File: config.mk
export PLATFORM = sky130hd
export DESIGN_NAME = shiftsub_divider
export DESIGN_NICKNAME = d
export VERILOG_FILES = /design/src/rtl/rdiv_pkg.sv /design/src/rtl/rdiv_bytecmp.sv /design/src/rtl/rdiv_step.sv /design/src/rtl/shiftsub_divider.sv
export SDC_FILE = /design/constraint.sdc
export NUM_CORES = 1
export LEC_CHECK = 0
export ABC_AREA = 1
export CORE_MARGIN = 4
export CORE_UTILIZATION = 50
export DETAILED_ROUTE_END_ITERATION = 10
export GPL_ROUTABILITY_DRIVEN = 1
export PLACE_DENSITY_LB_ADDON = 0.08
export SLEW_MARGIN = 20
export SYNTH_ARGS = -nofsm -noshare
export SYNTH_HDL_FRONTEND = slang
export SYNTH_HIERARCHICAL = 1
export SYNTH_SLANG_ARGS = --single-unit
File: constraint.sdc
create_clock -name clk -period 2.6 [get_ports clk]
set_clock_uncertainty 0.1 [all_clocks]
set_input_delay 0.65 -clock clk [delete_from_list [all_inputs] [get_ports clk]]
set_output_delay 0.65 -clock clk [all_outputs]
set_load 0.01 [all_outputs]
File: src/rtl/rdiv_pkg.sv
package rdiv_pkg;

    typedef enum logic [0:0] {
        ST_IDLE = 1'b0,
        ST_RUN  = 1'b1
    } rdiv_state_t;

    function automatic int bytes_for(input int bits);
        return (bits + 7) / 8;
    endfunction

endpackage

File: src/rtl/rdiv_bytecmp.sv
// Magnitude compare a >= b, settled by the highest byte that differs.
module rdiv_bytecmp #(
    parameter int W = 16
) (
    input  logic [W-1:0] a,
    input  logic [W-1:0] b,
    output logic         ge
);
    localparam int NB = rdiv_pkg::bytes_for(W);
    localparam int PW = NB * 8;

    logic [PW-1:0] a_pad;
    logic [PW-1:0] b_pad;
    logic [NB-1:0] byte_gt;
    logic [NB-1:0] byte_eq;

    assign a_pad = PW'(a);
    assign b_pad = PW'(b);

    genvar gi;
    generate
        for (gi = 0; gi < NB; gi++) begin : g_lane
            assign byte_gt[gi] = a_pad[gi*8 +: 8] > b_pad[gi*8 +: 8];
            assign byte_eq[gi] = a_pad[gi*8 +: 8] == b_pad[gi*8 +: 8];
        end
    endgenerate

    // Ascending walk: a higher differing byte overrides any lower verdict.
    always_comb begin
        ge = 1'b1;
        for (int i = 0; i < NB; i++) begin
            if (!byte_eq[i]) begin
                ge = byte_gt[i];
            end
        end
    end
endmodule

File: src/rtl/rdiv_step.sv
// One restoring iteration: shift, decide, conditionally subtract.
module rdiv_step #(
    parameter int DVD_W = 32,
    parameter int DVS_W = 16
) (
    input  logic [DVD_W-1:0] acc_in,
    input  logic [DVS_W-1:0] rem_in,
    input  logic [DVS_W-1:0] dsr_in,
    output logic [DVD_W-1:0] acc_out,
    output logic [DVS_W-1:0] rem_out,
    output logic             take
);
    logic [DVS_W-1:0] rem_sh;
    logic             spill;
    logic             fits;

    assign spill  = rem_in[DVS_W-1];
    assign rem_sh = {rem_in[DVS_W-2:0], acc_in[DVD_W-1]};

    rdiv_bytecmp #(.W(DVS_W)) u_cmp (
        .a  (rem_sh),
        .b  (dsr_in),
        .ge (fits)
    );

    always_comb begin
        take    = spill | fits;
        rem_out = take ? (rem_sh - dsr_in) : rem_sh;
        acc_out = {acc_in[DVD_W-2:0], take};
    end
endmodule

File: src/rtl/shiftsub_divider.sv
module shiftsub_divider #(
    parameter int DVD_W = 32,
    parameter int DVS_W = 16
) (
    input  logic             clk,
    input  logic             rst_n,
    input  logic             start,
    input  logic [DVD_W-1:0] dividend,
    input  logic [DVS_W-1:0] divisor,
    output logic             done,
    output logic [DVD_W-1:0] quotient,
    output logic [DVS_W-1:0] remainder,
    output logic             div_zero
);
    import rdiv_pkg::*;

    localparam int CNT_W = $clog2(DVD_W + 1);

    typedef struct packed {
        rdiv_state_t      st;
        logic [CNT_W-1:0] cnt;
        logic [DVD_W-1:0] acc;
        logic [DVS_W-1:0] rem;
        logic [DVS_W-1:0] dsr;
        logic             done;
        logic             dz;
    } regs_t;

    regs_t r_q, r_d;

    logic [DVD_W-1:0] step_acc;
    logic [DVS_W-1:0] step_rem;
    logic             step_take;

    rdiv_step #(.DVD_W(DVD_W), .DVS_W(DVS_W)) u_step (
        .acc_in  (r_q.acc),
        .rem_in  (r_q.rem),
        .dsr_in  (r_q.dsr),
        .acc_out (step_acc),
        .rem_out (step_rem),
        .take    (step_take)
    );

    always_comb begin
        r_d      = r_q;
        r_d.done = 1'b0;
        unique case (r_q.st)
            ST_IDLE: begin
                if (start) begin
                    if (divisor == '0) begin
                        r_d.acc  = '1;
                        r_d.rem  = dividend[DVS_W-1:0];
                        r_d.dz   = 1'b1;
                        r_d.done = 1'b1;
                    end else begin
                        r_d.acc = dividend;
                        r_d.rem = '0;
                        r_d.dsr = divisor;
                        r_d.cnt = CNT_W'(DVD_W);
                        r_d.dz  = 1'b0;
                        r_d.st  = ST_RUN;
                    end
                end
            end
            ST_RUN: begin
                r_d.acc = step_acc;
                r_d.rem = step_rem;
                r_d.cnt = r_q.cnt - 1'b1;
                if (r_q.cnt == CNT_W'(1)) begin
                    r_d.st   = ST_IDLE;
                    r_d.done = 1'b1;
                end
            end
            default: r_d.st = ST_IDLE;
        endcase
    end

    always_ff @(posedge clk or negedge rst_n) begin
        if (!rst_n) begin
            r_q <= '{st: ST_IDLE, cnt: '0, acc: '0, rem: '0, dsr: '0, done: 1'b0, dz: 1'b0};
        end else begin
            r_q <= r_d;
        end
    end

    assign done      = r_q.done;
    assign quotient  = r_q.acc;
    assign remainder = r_q.rem;
    assign div_zero  = r_q.dz;


    byte_order_chk: assert property (@(posedge clk) disable iff (!rst_n)
        (r_q.st == ST_RUN) |-> (step_take == ({r_q.rem, r_q.acc[DVD_W-1]} >= {1'b0, r_q.dsr})));


    rem_bound_chk: assert property (@(posedge clk) disable iff (!rst_n)
        (r_q.st == ST_RUN) |-> (r_q.rem < r_q.dsr));


    last_iter_done_chk: assert property (@(posedge clk) disable iff (!rst_n)
        (r_q.st == ST_RUN && r_q.cnt == CNT_W'(1)) |=> (done && r_q.st == ST_IDLE));


    zero_div_chk: assert property (@(posedge clk) disable iff (!rst_n)
        (r_q.st == ST_IDLE && start && divisor == '0) |=> (done && div_zero && quotient == '1));


    busy_ignore_chk: assert property (@(posedge clk) disable iff (!rst_n)
        (r_q.st == ST_RUN && start) |=> $stable(r_q.dsr));


    hold_chk: assert property (@(posedge clk) disable iff (!rst_n)
        (r_q.st == ST_IDLE && !start) |=> ($stable(quotient) && $stable(remainder) && $stable(div_zero)));
endmodule

# --- After elaboration in Yosys (flattened, before gate mapping) ---
# Cells that the tools add are included.
totals:
  register_bits: 73
  in_bits: 51
  output_inout_bits: 50
  word_cells: 35
classes:
  n_addsub: 2
  n_lt_le_gt_ge: 2
  eq_ne: 5
  muxes: 12
  bitwise_logic: 3
  reduce_logical: 4
op_table:
  columns: ["cell", "count"]
  rows:
  - ["$pmux 55 s2", 1]
  - ["$mux 73", 1]
  - ["$mux 48", 1]
  - ["$mux 16", 2]
  - ["$eq 8x8->1", 2]
  - ["$gt 8x8->1", 2]
  - ["$logic_not 16->1", 1]
  - ["$sub 16x16->16", 1]
  - ["$mux 7", 1]
  - ["$eq 6x1->1 const B", 1]
  - ["$sub 6x1->6 const B", 1]
  - ["$mux 1", 5]
  - ["$ne 2x2->1 const B", 2]
  - ["$reduce_and 2->1", 2]
  - ["$reduce_and 3->1", 1]
  - ["$not 1->1", 2]
  - ["$pmux 1 s2", 1]
  - ["$or 1x1->1", 1]

# --- Depth between registers and ports, before layout ---
depth:
  word_depth: 6
  depth_mapped: 20
  ltp_nobuf: 18

# --- Hierarchy ---
# The synthesis kept the hierarchy.
by_module_without_submodules:
  columns: ["module", "instances", "cells_per_inst", "area_each_um2", "seq_area_each_um2"]
  rows:
  - ["shiftsub_divider", 1, 412, 3693.5, 1826.8]
  - ["rdiv_step", 1, 275, 1421.4, 0.0]
  - ["rdiv_bytecmp", 1, 74, 434.2, 0.0]

# --- Least setup slack after synthesis ---
# Ideal clock, no wire load.
synth_timing:
  path_kind: "reg-to-reg"
  startpoint: "reg r_q (netlist bit remainder[4])"
  endpoint: "reg r_q (netlist bit remainder[3])"
  setup_time_ns: 0.133
  arrival_time_ns: 1.995
  required_ns: 2.367
  setup_slack_ns: 0.372
  path_stages_with_launch: 15
  path_buffers: 1
  synth_period_minus_slack_ns: 2.228
  path_cell_list: "dfrtp_1 > ha_1 > nand2_1 > inv_1 > o21bai_1 > nand2_1 > nor2_1 > nand2_1 > nand2_1 > inv_1 > nor2_1 > clkbuf_1 > o21ai_0 > a22oi_2 > o21ai_0"
synth_via:
  elab_chain_cells: 6
  elab_cells_between_ends: 7
  classes_between: "order compare (1); eq/ne (1); mux (4); bitwise (1)"
synth_lines:
  columns: ["item", "line_no", "rtl"]
  rows:
  - ["start, declared", "shiftsub_divider.sv:29", "regs_t r_q, r_d;"]
  - ["start signal, assigned", "shiftsub_divider.sv:80", "r_q <= '{st: ST_IDLE, cnt: '0, acc: '0, rem: '0, dsr: '0, done: 1'b0, dz: 1'b0};"]
  - ["start signal, assigned", "shiftsub_divider.sv:82", "r_q <= r_d;"]
  - ["$gt 8x8->1 or $eq 8x8->1 (tied branches)", "rdiv_bytecmp.sv:23, rdiv_bytecmp.sv:24", null]
  - ["$mux 1 (*) (2 in a row)", "rdiv_bytecmp.sv:32", "if (!byte_eq[i]) begin"]
  - ["named net u_step.fits", "rdiv_step.sv:15", "logic fits;"]
  - ["$or 1x1->1 (*)", "rdiv_step.sv:27", "take = spill | fits;"]
  - ["$mux 16 (*)", "rdiv_step.sv:28", "rem_out = take ? (rem_sh - dsr_in) : rem_sh;"]
  - ["named net step_rem[3]", "shiftsub_divider.sv:32", "logic [DVS_W-1:0] step_rem;"]
  - ["$pmux 55 s2 (*)", "shiftsub_divider.sv:47", "unique case (r_q.st)"]
# Mark *: on every way through the listed nets, which the timed path passes. The rest lies on a longest branch.
# A chain may end at the register's enable or synchronous reset.

# --- Final worst setup path ---
layout_timing:
  startpoint: "reg r_q (netlist bit quotient[31])"
  endpoint: "reg r_q (netlist bit remainder[12])"
layout_via:
  elab_chain_cells: 6
  elab_cells_between_ends: 8
  classes_between: "add/sub (1); order compare (1); eq/ne (1); mux (4); bitwise (1)"
layout_lines:
  columns: ["item", "line_no"]
  rows:
  - ["$gt 8x8->1 or $eq 8x8->1 (tied branches)", "rdiv_bytecmp.sv:23, rdiv_bytecmp.sv:24"]
  - ["$mux 1 (2 in a row)", "rdiv_bytecmp.sv:32"]
  - ["$or 1x1->1", "rdiv_step.sv:27"]
  - ["$mux 16 (*)", "rdiv_step.sv:28"]
  - ["named net step_rem[12]", "shiftsub_divider.sv:32"]
  - ["$pmux 55 s2 (*)", "shiftsub_divider.sv:47"]
# Marked as above.

==> flow_metrics.py <==
metrics = {
    "outcome": {
        "status": "completed",
    },
    "synthesis": {
        "syn_nets": 846,
        "synth.most_common_cell": "nand2_1",
        "yosysWarnings": 6,
        "mappedNetlistArea_um2": 5550,
        "synth_top_cell_area_share_pct": 32.9,
        "synth_top_area_cell": "dfrtp_1",
        "synth_seq_cells": 73,
        "synthFlopType": "dfrtp_1",
        "synthCells": 761,
        "synthDistinctLibCells": 35,
        "netlist_top_cells_count": "nand2_1, buf_4, inv_1",
        "synth_area_leaders": "dfrtp_1, nand2_1, buf_4",
        "synth-async-reset-ratio_pct": 100,
        "synth-seq-area-share_pct": 32.9,
        "synth_edf_count": 0,
        "syn_avg_cell_area_um2": 7.29,
    },
    "placement": {
        "placed_cells": 915,
        "portBuffers": 100,
        "gp_congestion": 0.927,
        "hpwl_um": 10800,
    },
    "power": {
        "ir_drop_mv": 0.695,
        "p_leak_nw": 3.25,
        "p_per_area_nw_per_um2": 1520,
        "power_mw": 9.74,
    },
    "die": {
        "coreArea_um2": 10800,
        "die_x_um": 113,
        "die_area_um2": 12800,
        "start_util_pct": 51.2,
        "num_rows": 38,
        "die_h_um": 113,
        "ios": 101,
    },
    "drt": {
        "drt_iter0_markers": 245,
        "via_per_inst": 5.10,
        "firstDrtPassIters": 5,
        "wl_per_cell_um": 14.9,
        "num_vias": 4758,
        "wl_um": 13900,
        "antenna_left": 0,
        "drc_errors": 0,
    },
    "global_route": {
        "overflow": 0,
        "grt_pass1_wl_um": 23600,
        "grtUsageTotal_pct": 22.8,
        "grt_max_degree": 50,
        "grt_pass1_vias": 4859,
        "antenna_found_initial": 0,
    },
    "cells_and_area": {
        "area_delta_synth_final_pct": 15.6,
        "instances_no_fill": 933,
        "antenna_cells": 0,
        "layout-drive-gt1-share_pct": 9.08,
        "final_core_util_pct": 59.2,
        "fin_nets": 873,
    },
    "critical_path": {
        "cp-start-kind": "flip-flop",
        "ff2ff_path_depth": 13,
        "crit_required_ps": 2730,
        "reg2reg_to": "remainder[12]",
        "crit_arrival_ps": 2570,
        "rrSetupSlack_ps": 160,
        "end_kind": "flip-flop",
        "worstPathMaxFanout": 5,
        "r2r-start": "quotient[31]",
        "crit_type": "reg2reg",
    },
    "timing": {
        "worstMarginPinSlew_ps": 575,
        "fin_crit_sh_pct": 93.9,
        "slew_violations": 0,
        "clock.fmax_mhz": 409,
        "min_period_ps": 2440,
        "relSlewSlack_pct": 61.6,
        "final-setup-viol-count": 0,
        "hold_violations": 0,
    },
    "clocking": {
        "root_buffer": "clkbuf_8",
        "cts.htree.levels": 3,
        "numCtsBuffers": 9,
        "cts_tree": "yes",
        "cts_buffer_depth": 2,
        "numClockSinks": 73,
        "clk_pin_slew_ps": 80,
        "insertion_delay_ps": 350,
    },
    "min_path": {
        "hold_class": "in2async",
    },
    "flow_run": {
        "cap_violations": 0,
    },
}
[worst max path at each step]
stage,slack [ps],to,start,depth (start not counted)
final,160,remainder[12],quotient[31],13
after global routing,-4,remainder[12],quotient[31],13
after CTS,100,remainder[12],remainder[10],15
after detailed placement,120,remainder[11],remainder[10],15
after global placement,180,remainder[12],remainder[10],15
after floorplan,370,remainder[3],remainder[4],14
[metal layers]
| layer | share of wire, % | vias up | global-route usage (%) |
|---|---|---|---|
| met4 | 1.9 | 0 | 7.13 |
| met1 | 46 | 2218 | 31.0 |
| met2 | 47 | 117 | 36.5 |
| met3 | 4.9 | 21 | 5.03 |
| li1 | - | 2402 | - |
| met5 | 0 | - | 0 |
[state kept, by name, indices dropped and copies added, names as in the netlist]
signal and cells:
div_zero 1, done 1, quotient 32, r_q 23, remainder 16
[critical path: stages, from the launching register on]
cell     delay, ps
dfrtp_1        420
inv_1           80
ha_1           260
fa_1           380
inv_1          130
nand3_1         80
nand3_1        150
nand3_1        150
nand3_1        100
nand2_1         50
nand3_1         80
nand2_1         60
a22oi_1        190
o21ai_1         90
[logic make-up (layout without fill, tap and decap cells)]
logic type / after synthesis / count (layout) / synth area share, %
simple gates: 367 / 367 / 27.8
xor+xnor: 4 / 4 / 0.631
compound gates: 88 / 88 / 10.8
buf+inv: 195 / 227 / 20.1
fa+ha+maj: 34 / 34 / 7.80
flops: 73 / 73 / 32.9
[power breakdown]
| part | internal [mW] | total, mW | switching [mW] |
|---|---|---|---|
| sequential | 1.73 | 2.25 | 0.523 |
| combinational | 2.99 | 6.40 | 3.40 |
| clock | 0.663 | 1.09 | 0.431 |
[layout make-up]
type	instances	area, µm²
clock buffers	11	141
clock inverters	5	103
fillers	1034	4420
inverters	88	330
multi-input cells	493	2620
flip-flops and latches	73	1830
well taps	140	175
repair buffers	123	1220
[timing repair]
action                     4_1_cts  5_1_grt
hold buffers                     0        0
gates resized for setup          0        4
buffers inserted                 0        2
setup endpoints to repair        0       15
[cell usage in the layout (no fill, tap or decap), drive strengths merged]
master           n
nand2          252
nand3           67
bufinv           3
xor2             3
a21oi           27
a21boi           1
clkbuf          11
a22oi           37
nand4            4
nand3b           2
clkinvlp         1
o21ai           21
clkinv           1
buf             24
xnor2            1
or2              6
clkdlybuf4s50   99
inv             88
fa               1
nor3             3
dfrtp           73
nor2            33
ha              33
o21bai           2
[through the flow]
step | setup slack, ps | hold WS [ps] | setup TNS (ps) | area (µm²)
2_1_floorplan | 372 | 254 | 0 | 5550
3_3_place_gp | 185 | 372 | 0 | 6150
3_5_place_dp | 117 | 400 | 0 | 6150
4_1_cts | 102 | 181 | 0 | 6390
5_1_grt | -4.39 | 202 | -4.39 | 6420
6_report | 158 | 183 | 0 | 6420
Power figures use the tool's default switching activity.
